## src/rtl/keyed_wdt_pkg.sv

```systemverilog
package keyed_wdt_pkg;

    localparam int ADDR_W = 3;
    localparam int DATA_W = 32;

    localparam logic [ADDR_W-1:0] A_CTRL  = 3'd0;
    localparam logic [ADDR_W-1:0] A_LOAD  = 3'd1;
    localparam logic [ADDR_W-1:0] A_COUNT = 3'd2;
    localparam logic [ADDR_W-1:0] A_TRIG  = 3'd3;
    localparam logic [ADDR_W-1:0] A_KEY   = 3'd4;
    localparam logic [ADDR_W-1:0] A_PEND  = 3'd5;
    localparam logic [ADDR_W-1:0] A_REV   = 3'd6;

    localparam int NUM_SLOTS = 4;
    localparam int SL_CTRL   = 0;
    localparam int SL_LOAD   = 1;
    localparam int SL_TRIG   = 2;
    localparam int SL_KEY    = 3;

    localparam logic [DATA_W-1:0] KEY_ON_1  = 32'h0000_BBBB;
    localparam logic [DATA_W-1:0] KEY_ON_2  = 32'h0000_4444;
    localparam logic [DATA_W-1:0] KEY_OFF_1 = 32'h0000_AAAA;
    localparam logic [DATA_W-1:0] KEY_OFF_2 = 32'h0000_5555;

    localparam logic [DATA_W-1:0] CTRL_MASK = 32'h0000_003C;
    localparam int CTRL_PRE_EN  = 5;
    localparam int CTRL_PTV_LSB = 2;
    localparam int PTV_W        = 3;

    typedef enum logic [1:0] {
        ST_HALTED      = 2'd0,
        ST_START_ARMED = 2'd1,
        ST_RUNNING     = 2'd2,
        ST_STOP_ARMED  = 2'd3
    } wdt_state_e;

    function automatic logic [ADDR_W-1:0] slot_addr(input int idx);
        case (idx)
            SL_CTRL: return A_CTRL;
            SL_LOAD: return A_LOAD;
            SL_TRIG: return A_TRIG;
            default: return A_KEY;
        endcase
    endfunction

    function automatic int pend_bit(input int idx);
        case (idx)
            SL_CTRL: return 0;
            SL_LOAD: return 2;
            SL_TRIG: return 3;
            default: return 4;
        endcase
    endfunction

endpackage

```

## src/rtl/wdt_post_slot.sv

```systemverilog
module wdt_post_slot #(
    parameter int DW    = 32,
    parameter int TICKS = 2
) (
    input  logic          clk,
    input  logic          rst_n,
    input  logic          wr_req,
    input  logic [DW-1:0] wr_data,
    input  logic          slow_tick,
    output logic          pending,
    output logic          commit,
    output logic [DW-1:0] held_data
);

    localparam int TW = $clog2(TICKS + 1);
    localparam logic [TW-1:0] LAST = TW'(TICKS - 1);

    logic [TW-1:0] tick_cnt;

    always_comb begin
        commit = pending && slow_tick && (tick_cnt == LAST);
    end

    always_ff @(posedge clk) begin
        if (!rst_n) begin
            pending   <= 1'b0;
            tick_cnt  <= '0;
            held_data <= '0;
        end else if (!pending) begin
            if (wr_req) begin
                pending   <= 1'b1;
                tick_cnt  <= '0;
                held_data <= wr_data;
            end
        end else if (slow_tick) begin
            if (tick_cnt == LAST) begin
                pending <= 1'b0;
            end else begin
                tick_cnt <= tick_cnt + 1'b1;
            end
        end
    end

    // a pending write is not lost or replaced before it commits
    p_pend_hold_r5: assert property (@(posedge clk) disable iff (!rst_n)
        (pending && !commit) |=> (pending && $stable(held_data)));

    // an idle slot only turns pending because a write request arrived
    p_pend_cause_r5: assert property (@(posedge clk) disable iff (!rst_n)
        (!pending && !wr_req) |=> !pending);

endmodule

```

## src/rtl/wdt_key_fsm.sv

```systemverilog
module wdt_key_fsm
    import keyed_wdt_pkg::*;
(
    input  logic              clk,
    input  logic              rst_n,
    input  logic              key_commit,
    input  logic [DATA_W-1:0] key_word,
    output logic              running
);

    wdt_state_e state_q, state_d;

    always_ff @(posedge clk) begin
        if (!rst_n) state_q <= ST_HALTED;
        else        state_q <= state_d;
    end

    always_comb begin
        state_d = state_q;
        if (key_commit) begin
            unique case (state_q)
                ST_HALTED:      if (key_word == KEY_ON_1)  state_d = ST_START_ARMED;
                ST_START_ARMED: state_d = (key_word == KEY_ON_2)  ? ST_RUNNING : ST_HALTED;
                ST_RUNNING:     if (key_word == KEY_OFF_1) state_d = ST_STOP_ARMED;
                ST_STOP_ARMED:  state_d = (key_word == KEY_OFF_2) ? ST_HALTED  : ST_RUNNING;
            endcase
        end
    end

    always_comb begin
        unique case (state_q)
            ST_RUNNING, ST_STOP_ARMED: running = 1'b1;
            ST_HALTED, ST_START_ARMED: running = 1'b0;
        endcase
    end

    // the watchdog arms only on a committed second start word
    p_arm_only_on_key_r2: assert property (@(posedge clk) disable iff (!rst_n)
        (!running && !(key_commit && key_word == KEY_ON_2)) |=> !running);

    // the watchdog disarms only on a committed second stop word
    p_disarm_only_on_key_r3: assert property (@(posedge clk) disable iff (!rst_n)
        (running && !(key_commit && key_word == KEY_OFF_2)) |=> running);

endmodule

```

## src/rtl/wdt_count_core.sv

```systemverilog
module wdt_count_core #(
    parameter int CNT_W      = 32,
    parameter int PRE_W      = 8,
    parameter int PTV_W      = 3,
    parameter int RST_CYCLES = 16
) (
    input  logic             clk,
    input  logic             rst_n,
    input  logic             slow_tick,
    input  logic             running,
    input  logic             pre_en,
    input  logic [PTV_W-1:0] ptv,
    input  logic             reload,
    input  logic [CNT_W-1:0] load_val,
    output logic [CNT_W-1:0] count,
    output logic             reset_out,
    output logic             reset_cause
);

    localparam int RST_W = $clog2(RST_CYCLES + 1);
    localparam logic [PRE_W-1:0] PRE_ONE = PRE_W'(1);

    logic [PRE_W-1:0] pre_cnt;
    logic [PRE_W-1:0] pre_limit;
    logic [RST_W-1:0] rst_cnt;
    logic             count_tick;
    logic             ovf_evt;

    always_comb begin
        pre_limit  = (PRE_ONE << (int'(ptv) + 1)) - PRE_ONE;
        count_tick = slow_tick && running && (!pre_en || (pre_cnt == pre_limit));
        ovf_evt    = count_tick && (&count) && !reload;
        reset_out  = (rst_cnt != '0);
    end

    always_ff @(posedge clk) begin
        if (!rst_n) begin
            pre_cnt <= '0;
        end else if (!running || !pre_en) begin
            pre_cnt <= '0;
        end else if (slow_tick) begin
            pre_cnt <= (pre_cnt == pre_limit) ? '0 : pre_cnt + 1'b1;
        end
    end

    always_ff @(posedge clk) begin
        if (!rst_n) begin
            count <= '0;
        end else if (reload || ovf_evt) begin
            count <= load_val;
        end else if (count_tick) begin
            count <= count + 1'b1;
        end
    end

    always_ff @(posedge clk) begin
        if (!rst_n) begin
            rst_cnt     <= '0;
            reset_cause <= 1'b0;
        end else begin
            if (ovf_evt) begin
                rst_cnt     <= RST_W'(RST_CYCLES);
                reset_cause <= 1'b1;
            end else if (rst_cnt != '0) begin
                rst_cnt <= rst_cnt - 1'b1;
            end
        end
    end

    // overflow reloads, raises the reset pulse and the cause flag
    p_ovf_reset_r9: assert property (@(posedge clk) disable iff (!rst_n)
        ovf_evt |=> (reset_out && reset_cause && count == $past(load_val)));

    // the cause flag never clears outside reset
    p_cause_sticky_r9: assert property (@(posedge clk) disable iff (!rst_n)
        reset_cause |=> reset_cause);

    // a disarmed counter holds unless reloaded
    p_frozen_when_off_r3: assert property (@(posedge clk) disable iff (!rst_n)
        (!running && !reload) |=> $stable(count));

endmodule

```

## src/rtl/keyed_wdt.sv

```systemverilog
module keyed_wdt
    import keyed_wdt_pkg::*;
#(
    parameter logic [7:0] REV          = 8'h3A,
    parameter int         COMMIT_TICKS = 2,
    parameter int         RST_CYCLES   = 16,
    parameter int         PRE_W        = 8
) (
    input  logic              clk,
    input  logic              rst_n,
    input  logic              slow_tick,
    input  logic              bus_we,
    input  logic [ADDR_W-1:0] bus_addr,
    input  logic [DATA_W-1:0] bus_wdata,
    output logic [DATA_W-1:0] bus_rdata,
    output logic              reset_out,
    output logic              reset_cause
);

    logic [NUM_SLOTS-1:0] slot_req;
    logic [NUM_SLOTS-1:0] slot_pend;
    logic [NUM_SLOTS-1:0] slot_commit;
    logic [DATA_W-1:0]    slot_data [NUM_SLOTS];

    logic [DATA_W-1:0] ctrl_reg;
    logic [DATA_W-1:0] load_reg;
    logic [DATA_W-1:0] trig_last;
    logic [DATA_W-1:0] count;
    logic [DATA_W-1:0] pend_word;
    logic              running;
    logic              trig_reload;

    for (genvar g = 0; g < NUM_SLOTS; g++) begin : g_slot
        assign slot_req[g] = bus_we && (bus_addr == slot_addr(g));

        wdt_post_slot #(
            .DW    (DATA_W),
            .TICKS (COMMIT_TICKS)
        ) u_slot (
            .clk       (clk),
            .rst_n     (rst_n),
            .wr_req    (slot_req[g]),
            .wr_data   (bus_wdata),
            .slow_tick (slow_tick),
            .pending   (slot_pend[g]),
            .commit    (slot_commit[g]),
            .held_data (slot_data[g])
        );
    end

    wdt_key_fsm u_keys (
        .clk        (clk),
        .rst_n      (rst_n),
        .key_commit (slot_commit[SL_KEY]),
        .key_word   (slot_data[SL_KEY]),
        .running    (running)
    );

    always_comb begin
        trig_reload = slot_commit[SL_TRIG] && (slot_data[SL_TRIG] != trig_last);
    end

    always_ff @(posedge clk) begin
        if (!rst_n) begin
            ctrl_reg  <= '0;
            load_reg  <= '0;
            trig_last <= '0;
        end else begin
            if (slot_commit[SL_CTRL] && !running) ctrl_reg <= slot_data[SL_CTRL] & CTRL_MASK;
            if (slot_commit[SL_LOAD] && !running) load_reg <= slot_data[SL_LOAD];
            if (trig_reload)                      trig_last <= slot_data[SL_TRIG];
        end
    end

    wdt_count_core #(
        .CNT_W      (DATA_W),
        .PRE_W      (PRE_W),
        .PTV_W      (PTV_W),
        .RST_CYCLES (RST_CYCLES)
    ) u_core (
        .clk         (clk),
        .rst_n       (rst_n),
        .slow_tick   (slow_tick),
        .running     (running),
        .pre_en      (ctrl_reg[CTRL_PRE_EN]),
        .ptv         (ctrl_reg[CTRL_PTV_LSB +: PTV_W]),
        .reload      (trig_reload),
        .load_val    (load_reg),
        .count       (count),
        .reset_out   (reset_out),
        .reset_cause (reset_cause)
    );

    always_comb begin
        pend_word = '0;
        for (int i = 0; i < NUM_SLOTS; i++) begin
            pend_word[pend_bit(i)] = slot_pend[i];
        end
    end

    always_comb begin
        case (bus_addr)
            A_CTRL:  bus_rdata = ctrl_reg;
            A_LOAD:  bus_rdata = load_reg;
            A_COUNT: bus_rdata = count;
            A_TRIG:  bus_rdata = trig_last;
            A_KEY:   bus_rdata = {{(DATA_W-1){1'b0}}, running};
            A_PEND:  bus_rdata = pend_word;
            A_REV:   bus_rdata = {{(DATA_W-8){1'b0}}, REV};
            default: bus_rdata = '0;
        endcase
    end

    // configuration cannot change while the watchdog is armed
    p_cfg_locked_r8: assert property (@(posedge clk) disable iff (!rst_n)
        running |=> ($stable(ctrl_reg) && $stable(load_reg)));

endmodule

```

## config.mk

```make
export PLATFORM = sky130hd
export DESIGN_NAME = keyed_wdt
export DESIGN_NICKNAME = d
export VERILOG_FILES = /design/src/rtl/keyed_wdt_pkg.sv /design/src/rtl/wdt_post_slot.sv /design/src/rtl/wdt_key_fsm.sv /design/src/rtl/wdt_count_core.sv /design/src/rtl/keyed_wdt.sv
export SDC_FILE = /design/constraint.sdc
export NUM_CORES = 1
export LEC_CHECK = 0
export BUFFER_PORTS_ARGS = -buffer_cell sky130_fd_sc_hd__buf_2
export CAP_MARGIN = 15
export CORE_ASPECT_RATIO = 1.5
export CORE_MARGIN = 2
export CORE_UTILIZATION = 55
export DETAILED_ROUTE_END_ITERATION = 8
export GPL_ROUTABILITY_DRIVEN = 0
export PLACE_DENSITY = 0.81
export SETUP_SLACK_MARGIN = 0.02
export SYNTH_ARGS = -nofsm -noshare
export SYNTH_HDL_FRONTEND = slang
export SYNTH_SLANG_ARGS = --single-unit
```

## constraint.sdc

```tcl
create_clock -name clk -period 2.8 [get_ports clk]
set_input_delay 0.14 -clock clk [delete_from_list [all_inputs] [get_ports clk]]
set_output_delay 0.14 -clock clk [all_outputs]
set_load 0.02 [all_outputs]
```

==> out/results.txt, run 1 <==
Status: finished with violations
Failing checks: setup timing
Fraction of layout cells with a size suffix above 1: 16.6%
# H-tree levels: 1
Post-route minimum period: 2820 ps
Worst path slowest cell: or4b_4
Fin. max-slew vios: 0
Maximum net fanout on the critical path: 6
Clk_skew: 10.9 ps
Num CTS Buffers: 22
Pre-antenna DRT Iters: 7
Die area: 20600 sq um
Unique masters post-synth: 73
Max VDD drop: 0.000406 V
Die height: 175 um
Vias: 10300
FF-to-FF path depth: 10
Number of global-route vias before repair: 9562
End of the worst hold path: g_slot[2].u_slot.pending
Max-cap violations: 0
RR Endpoint: u_core.count[10]
Post-synth ARST share: 0%
Hold Startpoint: bus_addr[1]
Post-synth top area share: 42.6%
Synthesized net count: 1395
Hold_ws: 15.1 ps
DP Area: 11600 sq um
Iter 0 DRT Violations: 1022
EDFF count, synth: 0
Dominant cell type by area after synthesis: dfxtp_1
#FFs+latches synth: 228
Core area: 19200 sq um
Commonest non-fill, non-tap cell in the layout: nand2_1
WL final: 31.1 mm
Largest cells by area after synthesis: dfxtp_1 43%, nand2_1 11%, a21oi_1 6.9%
Max reg flops: 100
Most frequent cells in the layout: 305 x nand2_1, 227 x dfxtp_1, 146 x a21oi_1
Largest reg by FF count: g_slot.u_slot.held_data
RSZ-0062 raised after global routing: true
Achievable frequency: 354 MHz
Port Buf Inserts: 72
CP arrival: 3220 ps
Leakage: 4.65 nW
DP HPWL: 21.2 mm
Placed Cells: 1641
Yosys warns: 0
Crit-path max cell delay: 540 ps
Crit-path cells: nor3_4 > inv_2 > ha_4 > or3b_2 > a32oi_1 > a32o_2 > or4b_4 > a211o_4 > o32a_1 > o311a_1
Gr usage total: 28.9%
CTS max path bufs: 3
Hold path depth: 3
Sequential fraction of the synthesis area: 42.6%
Pin count of the biggest net entering global routing: 57
Post-route insts no fill: 1718
Residual DRC: 0
Final Setup Violations: 1
Syn_area_per_cell: 7.95 sq um
Gr ovfl total: 0
First-pass GRT wire length: 48.9 mm
CP Launch Type: flip-flop
Ports: 73
Nets: 1495
Hold WC Path Type: in -> reg
Inserted Diodes: 0
Post-DRT Antenna Nets: 0
TNS Setup: -21.0 ps
Clk_lat worst skew: 510 ps
Total power: 7.08 mW
Reg clk slew, reported paths: 70 ps
Wire per inst: 18.1 um
Area delta synth->final: 19.7%
Final period util: 101%
Crit path required time: 3200 ps
Power Dens Cells: 552 nW/um^2
Endpoints failing hold: 0
Final worst slack: -21.0 ps
Fill count: 1487
FF-to-FF setup slack: -20 ps
CP startpoint: ctrl_reg[2]
Crit Path Class: reg -> reg
Primary FF master, synth: dfxtp_1
DR vias/cell: 6.01
Antenna violations before repair: 0
Die Width: 118 um
Rel. slew slack: 58.9%
Setup crit end kind: flip-flop
Row count: 62
Initial Util: 55.9%
RR Startpoint: ctrl_reg[2]
Synth Instances: 1347
# clock sinks: 228
Root buffer selected by CTS: clkbuf_16
Mapped cell area: 10700 sq um
Worst-Margin Slew: 616 ps
CTS tree: built
Fin area: 12800 sq um
worst max-delay path by stage:
| stage | slack, ps | cells after the start | endpoint |
|---|---|---|---|
| after floorplan | 200 | 9 | u_core.count[10] |
| after global placement | -30 | 10 | u_core.count[10] |
| after detailed placement | -30 | 10 | u_core.count[10] |
| after CTS | -20 | 10 | u_core.count[10] |
| after global routing | -100 | 10 | u_core.count[10] |
| final | -20 | 10 | u_core.count[10] |
worst max-delay path, delay by kind of cell, from the launching register on:
kind	cells	cell delay (ps)
compound gates	5	1220
flops	1	330
simple gates	3	920
buf+inv	1	60
fa+ha+maj	1	180
layout make-up:
type,instances,area (sq um),area share (%)
flip-flops and latches,228,4570,35.6
multi-input cells,1009,5860,45.7
well taps,256,320,2.50
clock inverters,9,111,0.868
clock buffers,30,652,5.08
inverters,18,70.1,0.546
repair buffers,168,1240,9.70
per-stage QoR:
step / worst slack [ps] / util, %
after CTS: -22.6 / 66.2
after global placement: -27.2 / 60.4
after floorplan: 198 / -
final: -21.0 / 66.9
after global routing: -102 / 66.9
after detailed placement: -32.5 / 60.4
cells by family after synthesis:
kind of cell             after synthesis  share of synthesized area [%]
flip-flops                           228                           42.6
multiplexers                          69                           6.73
other                                  1                         0.0350
AO/OA/AOI/OAI                        286                           16.4
XOR/XNOR                              52                           4.25
buffers and inverters                110                           4.13
adder cells (fa/ha/maj)                9                           1.05
AND/OR/NAND/NOR                      592                           24.8
routing by layer:
layer  track usage, %  part of all wire, %
met1             35.7                   40
met2             49.6                   48
met3             3.62                  6.8
met4             14.1                  5.2
met5                0                    0
cells in the mapped netlist, types with 5 or more instances:
| master | number |
|---|---|
| nand2b_1 | 6 |
| nand4_1 | 19 |
| xor2_1 | 13 |
| a31oi_1 | 7 |
| buf_1 | 5 |
| xnor2_1 | 39 |
| o22ai_1 | 12 |
| nand2_1 | 306 |
| mux2i_1 | 45 |
| nor3_1 | 14 |
| nor2_1 | 134 |
| o21ai_0 | 28 |
| ha_1 | 9 |
| mux2_2 | 24 |
| or2_2 | 6 |
| and3_1 | 20 |
| dfxtp_1 | 228 |
| inv_1 | 18 |
| a211oi_1 | 13 |
| a21oi_1 | 147 |
| a22oi_1 | 31 |
| clkbuf_1 | 80 |
| o31ai_1 | 5 |
| nor4_1 | 15 |
| nand3_1 | 28 |
report_power, final:
part	switching, mW	internal, mW
registers	0.0555	3.31
logic	0.344	0.245
clock network	1.29	1.83
repair_timing:
item	CTS	global route
endpoints found under the hold margin	99	0
setup endpoints to repair	9	38
buffers inserted	0	4
cloned	0	1
pin swaps	1	5
hold buffers	33	0
gates resized for setup	3	20
No activity file was read; power rests on OpenSTA's default activity.
==> inputs of run 2 (changes only) <==
==> constraint.sdc (replaced) <==
create_clock -name clk -period 2.8 [get_ports clk]
set_input_delay 0.42 -clock clk [delete_from_list [all_inputs] [get_ports clk]]
set_output_delay 0.42 -clock clk [all_outputs]
set_load 0.02 [all_outputs]
==> run 2 against run 1 <==
Global-route usage shrank 0.33 points. Combinational power fell by 5.1%. First-iteration DRC count fell by 4.2%. Worst hold slack improved by 160 ps. Sequential power about the same. Clock skew fell by 0.70 ps. The flow still finishes with violations (setup timing). Count of clock-buffer cells in the layout unchanged. Worst setup slack got worse by 27 ps. Register-to-register slack got worse by 30 ps. Via count shrank 0.80%. Sequential share of layout area up 0.52 points.
==> out/results.txt, run 2 (same netlist as run 1, synthesis figures left out) <==
Hold WC Path Type: in -> reg
Power Dens Cells: 575 nW/um^2 (+4.1%)
Setup crit end kind: flip-flop
Final worst slack: -48.3 ps (-27.3 ps)
Achievable frequency: 351 MHz (-0.96%)
Num CTS Buffers: 22 (unchanged)
Multi-input logic area: 5850 sq um (-0.21%)
Post-route minimum period: 2850 ps (+27.3 ps)
First-pass GRT wire length: 48.4 mm (-1.0%)
Clk_skew: 10.2 ps (-0.698 ps)
Wire per inst: 18.0 um (-0.35%)
Antenna violations before repair: 0 (unchanged)
DP HPWL: 21.1 mm (-0.18%)
Max-cap violations: 0 (unchanged)
Worst path slowest cell: or4b_4
Core area: 19200 sq um (unchanged)
Nets: 1476 (-1.3%)
Crit Path Class: reg -> reg
Buffers and inverters on the worst path: 1 (unchanged)
WL final: 30.6 mm (-1.4%)
# H-tree levels: 1 (unchanged)
Row count: 62 (unchanged)
Final Setup Violations: 4 (+3)
CP Launch Type: flip-flop
Leakage: 4.61 nW (-1.0%)
Hold_ws: 177 ps (+162 ps)
Most frequent cells in the layout: 305 x nand2_1, 226 x dfxtp_1, 146 x a21oi_1
Status: finished with violations
Fill count: 1538 (+3.4%)
Reg clk slew, reported paths: 70 ps (about the same)
Crit-path leading delay family: compound AO/OA/AOI/OAI gates
Pre-CTS WS: -85.5 ps (-53.0 ps)
Largest reg by FF count: g_slot.u_slot.held_data
Ports: 73 (unchanged)
Port Buf Inserts: 72 (unchanged)
CP arrival: 3240 ps (+20 ps)
Pin count of the biggest net entering global routing: 71 (+25%)
Number of global-route vias before repair: 9504 (-0.61%)
Inserted Diodes: 0 (unchanged)
Residual DRC: 0 (unchanged)
CTS tree: built
Post-DRT Antenna Nets: 0 (unchanged)
Gr usage total: 28.5% (-0.33 points)
Iter 0 DRT Violations: 979 (-4.2%)
Die Width: 118 um (unchanged)
RSZ-0062 raised after global routing: true
Area delta synth->final: 18.0%
Fraction of layout cells with a size suffix above 1: 17.7% (+1.0 points)
Max reg flops: 100 (unchanged)
Failing checks: setup timing
Die area: 20600 sq um (unchanged)
Rel. slew slack: 65.7% (+6.8 points)
Placed Cells: 1647 (+0.37%)
Clk_lat worst skew: 510 ps (about the same)
Vias: 10200 (-0.80%)
Root buffer selected by CTS: clkbuf_16
Maximum net fanout on the critical path: 7 (+1)
Post-route insts no fill: 1700 (-1.0%)
Gr ovfl total: 0 (unchanged)
Pre-antenna DRT Iters: 7 (unchanged)
Max VDD drop: 0.000524 V (+29%)
FF/Latch Area: 4570 sq um (about the same)
# clock sinks: 228 (unchanged)
Die height: 175 um (unchanged)
Crit path required time: 3200 ps (about the same)
DR vias/cell: 6.02 (+0.25%)
Crit-path cells: nor3_4 > inv_2 > ha_4 > xor2_1 > o31a_1 > o2111ai_2 > or4b_4 > a211o_4 > o32a_1 > o311a_1
Worst-Margin Slew: 514 ps (-102 ps)
CTS max path bufs: 3 (unchanged)
Endpoints failing hold: 0 (unchanged)
Fin. max-slew vios: 0 (unchanged)
Initial Util: 55.9% (unchanged)
Fin util: 66.0% (-0.95 points)
Crit-path max cell delay: 560 ps (+20 ps)
Commonest non-fill, non-tap cell in the layout: nand2_1
Final period util: 102% (+0.97 points)
-- run 2: changes by cell type in the layout (fill, tap and decap cells not counted), sizes merged --
| cell | delta |
|---|---|
| bufinv | +3 |
| dlygate4sd3 | -33 |
| clkinvlp | -1 |
| inv | -2 |
| clkinv | +1 |
| buf | +14 |
-- run 2: report_power, final --
part | total [mW] | internal, mW | switching (mW)
registers | 3.36 | 3.31 | 0.0533
logic | 0.558 | 0.219 | 0.339
clock network | 3.34 | 2.07 | 1.27
-- run 2: per-stage QoR --
step	setup TNS (ps)	power (mW)	instance area (sq um)
2_1_floorplan	0	3.79	10700
3_3_place_gp	-24.3	3.97	11600
3_5_place_dp	-337	3.98	11600
4_1_cts	-48.9	7.28	12500
5_1_grt	-599	7.46	12600
6_report	-65.2	7.26	12600
-- run 2: final timing paths --
path,start,endpoint,slack (ps),depth (start not counted)
max reg2reg,ctrl_reg[3],u_core.count[10],-50,10
min reg2reg,g_slot[1].u_slot.held_data[4],load_reg[4],450,2
max,ctrl_reg[3],u_core.count[10],-50,10
min,bus_wdata[0],g_slot[2].u_slot.held_data[0],180,3
-- run 2: per-layer routing --
metal | part of all wire (%) | global-route usage, % | vias up | wire, um
li1 | - | - | 4819 | -
met1 | 40 | 36.0 | 4839 | 12300
met3 | 6.9 | 3.23 | 113 | 2110
met5 | 0 | 0 | - | 0
met2 | 48 | 48.7 | 467 | 14800
met4 | 4.9 | 13.5 | 0 | 1500
-- run 2: worst register-to-register path, cell delays in order, from the launching register on --
cell and delay, ps:
dfxtp_2 330, nor3_4 190, inv_2 60, ha_4 260
xor2_1 160, o31a_1 180, o2111ai_2 140, or4b_4 560
a211o_4 390, o32a_1 340, o311a_1 120
-- run 2: final cells by class --
type / instances / share of cell area (%)
Clock buffer: 30 / 5.08
Sequential cell: 228 / 36.1
Clock inverter: 10 / 1.41
Inverter: 18 / 0.554
Multi-Input combinational cell: 1009 / 46.3
Tap cell: 256 / 2.53
Timing Repair Buffer: 149 / 8.05
-- run 2: what timing repair did --
| item | 4_1_cts | 5_1_grt |
|---|---|---|
| cloned | 0 | 1 |
| gates resized for setup | 4 | 18 |
| setup buffers | 5 | 6 |
| pin swaps | 5 | 6 |
| endpoints found under the setup margin | 18 | 30 |
| hold buffers | 0 | 0 |
==> inputs of run 3 (changes only) <==
==> constraint.sdc (replaced) <==
create_clock -name clk -period 2.8 [get_ports clk]
set_input_delay 0.56 -clock clk [delete_from_list [all_inputs] [get_ports clk]]
set_output_delay 0.56 -clock clk [all_outputs]
set_load 0.02 [all_outputs]
==> run 3 against run 2 <==
The flow still finishes with violations (setup timing). Maximum frequency down 0.39%. Clock power decreased by 4%. Power shrank 1.7%. Combinational power is 1% higher. Critical path type unchanged. First-iteration DRC count fell by 12%. Via count decreased by 0.86%.
==> out/results.txt, run 3 (same netlist as run 1, synthesis figures left out) <==
DR vias/cell: 6.00 (-0.45%)
TNS Setup: -59.5 ps (+5.71 ps)
Initial Util: 55.9% (unchanged)
Reg clk slew, reported paths: 60 ps (about the same)
CTS max path bufs: 3 (unchanged)
Max-cap violations: 0 (unchanged)
Maximum net fanout on the critical path: 7 (unchanged)
Nets: 1469 (-0.47%)
CP Launch Type: flip-flop
DP HPWL: 21.0 mm (-0.34%)
Crit path required time: 3190 ps (about the same)
Rel. slew slack: 61.5% (-4.2 points)
Pin count of the biggest net entering global routing: 82 (+15%)
Clk_skew: 13.8 ps (+3.62 ps)
Wire per inst: 18.0 um (about the same)
Max reg flops: 100 (unchanged)
# clock sinks: 228 (unchanged)
Endpoints failing hold: 0 (unchanged)
Clk_lat worst skew: 510 ps (about the same)
Number of global-route vias before repair: 9589 (+0.89%)
Inserted Diodes: 0 (unchanged)
CTS tree: built
Die height: 175 um (unchanged)
Port Buf Inserts: 72 (unchanged)
CP arrival: 3250 ps (about the same)
Area delta synth->final: 17.8%
# H-tree levels: 1 (unchanged)
Row count: 62 (unchanged)
Hold Startpoint: bus_wdata[18]
Num CTS Buffers: 22 (unchanged)
Residual DRC: 0 (unchanged)
Gr usage total: 29.0% (+0.51 points)
Root buffer selected by CTS: clkbuf_16
Die area: 20600 sq um (unchanged)
Largest reg by FF count: g_slot.u_slot.held_data
Final Setup Violations: 1 (-3)
Failing checks: setup timing
Fraction of layout cells with a size suffix above 1: 17.3% (-0.40 points)
RR Startpoint: ctrl_reg[3]
Vias: 10200 (-0.86%)
Most frequent cells in the layout: 305 x nand2_1, 227 x dfxtp_1, 146 x a21oi_1
RSZ-0062 raised after global routing: true
Die Width: 118 um (unchanged)
Core area: 19200 sq um (unchanged)
Post-route minimum period: 2860 ps (+11.3 ps)
Crit Path Class: reg -> reg
Gr ovfl total: 0 (unchanged)
Setup crit end kind: flip-flop
Final period util: 102% (+0.40 points)
CTS Hold Bufs: 0 (unchanged)
Power Dens Cells: 565 nW/um^2 (-1.6%)
Status: finished with violations
Hold WC Path Type: in -> reg
Antenna violations before repair: 0 (unchanged)
Worst-Margin Slew: 576 ps (+62.5 ps)
Iter 0 DRT Violations: 863 (-12%)
Total power: 7.14 mW (-1.7%)
First-pass GRT wire length: 49.3 mm (+1.8%)
Leakage: 4.58 nW (-0.64%)
Max VDD drop: 0.000422 V (-19%)
Final worst slack: -59.5 ps (-11.3 ps)
Pre-antenna DRT Iters: 5 (-2)
Post-DRT Antenna Nets: 0 (unchanged)
CP startpoint: ctrl_reg[3]
WL final: 30.5 mm (-0.35%)
Ports: 73 (unchanged)
Fin. max-slew vios: 0 (unchanged)
Commonest non-fill, non-tap cell in the layout: nand2_1
Achievable frequency: 350 MHz (-0.39%)
## run 3: through the flow
step	area (sq um)	setup WS (ps)	cells	util (%)	hold slack, ps
after floorplan	10700	198	1347	-	432
after global placement	11600	-41.2	1643	60.6	437
after detailed placement	11600	-109	1643	60.6	446
after CTS	12500	-31.8	1691	65.3	307
after global routing	12600	-121	1693	65.9	307
final	12600	-59.5	1693	65.9	320
## run 3: worst max-delay path: stages (launching register included)
cell and delay [ps]:
dfxtp_2 330, nor3_4 190, inv_2 60, ha_4 180, or3b_2 190, a32oi_1 90, a32o_2 260, or4b_4 560
a211o_4 410, o32a_1 340, o311a_1 120
## run 3: where the power goes
part / switching, mW / internal [mW]
clock: 1.27 / 1.93
combinational: 0.342 / 0.223
sequential: 0.0562 / 3.31
## run 3: path summary, 6_finish.rpt
| check | endpoint | slack (ps) | depth (start not counted) |
|---|---|---|---|
| setup / recovery | u_core.count[10] | -60 | 10 |
| hold reg to reg | load_reg[5] | 450 | 2 |
| setup reg to reg | u_core.count[10] | -60 | 10 |
| hold / removal | g_slot[3].u_slot.held_data[18] | 320 | 3 |
## run 3: what timing repair did
item,4_1_cts,5_1_grt
setup endpoints to repair,25,34
pin swaps,7,12
gates cloned,1,0
setup buffers,7,2
resized for setup,10,24
## run 3: cell type report
type | instances | area, sq um
clock inverter | 10 | 154
inverter | 18 | 70.1
tap | 256 | 320
fill | 1599 | 6530
multi-input combinational | 1009 | 5870
sequential | 228 | 4570
clock buffer | 30 | 622
timing repair buffer | 142 | 1020
## run 3: routing by layer
layer,up-vias,GRT usage (%),part of all wire (%)
met2,407,50.3,49
met5,-,0,0
met3,105,3.33,5.9
met4,0,12.7,4.6
met1,4815,36.4,41
li1,4823,-,-
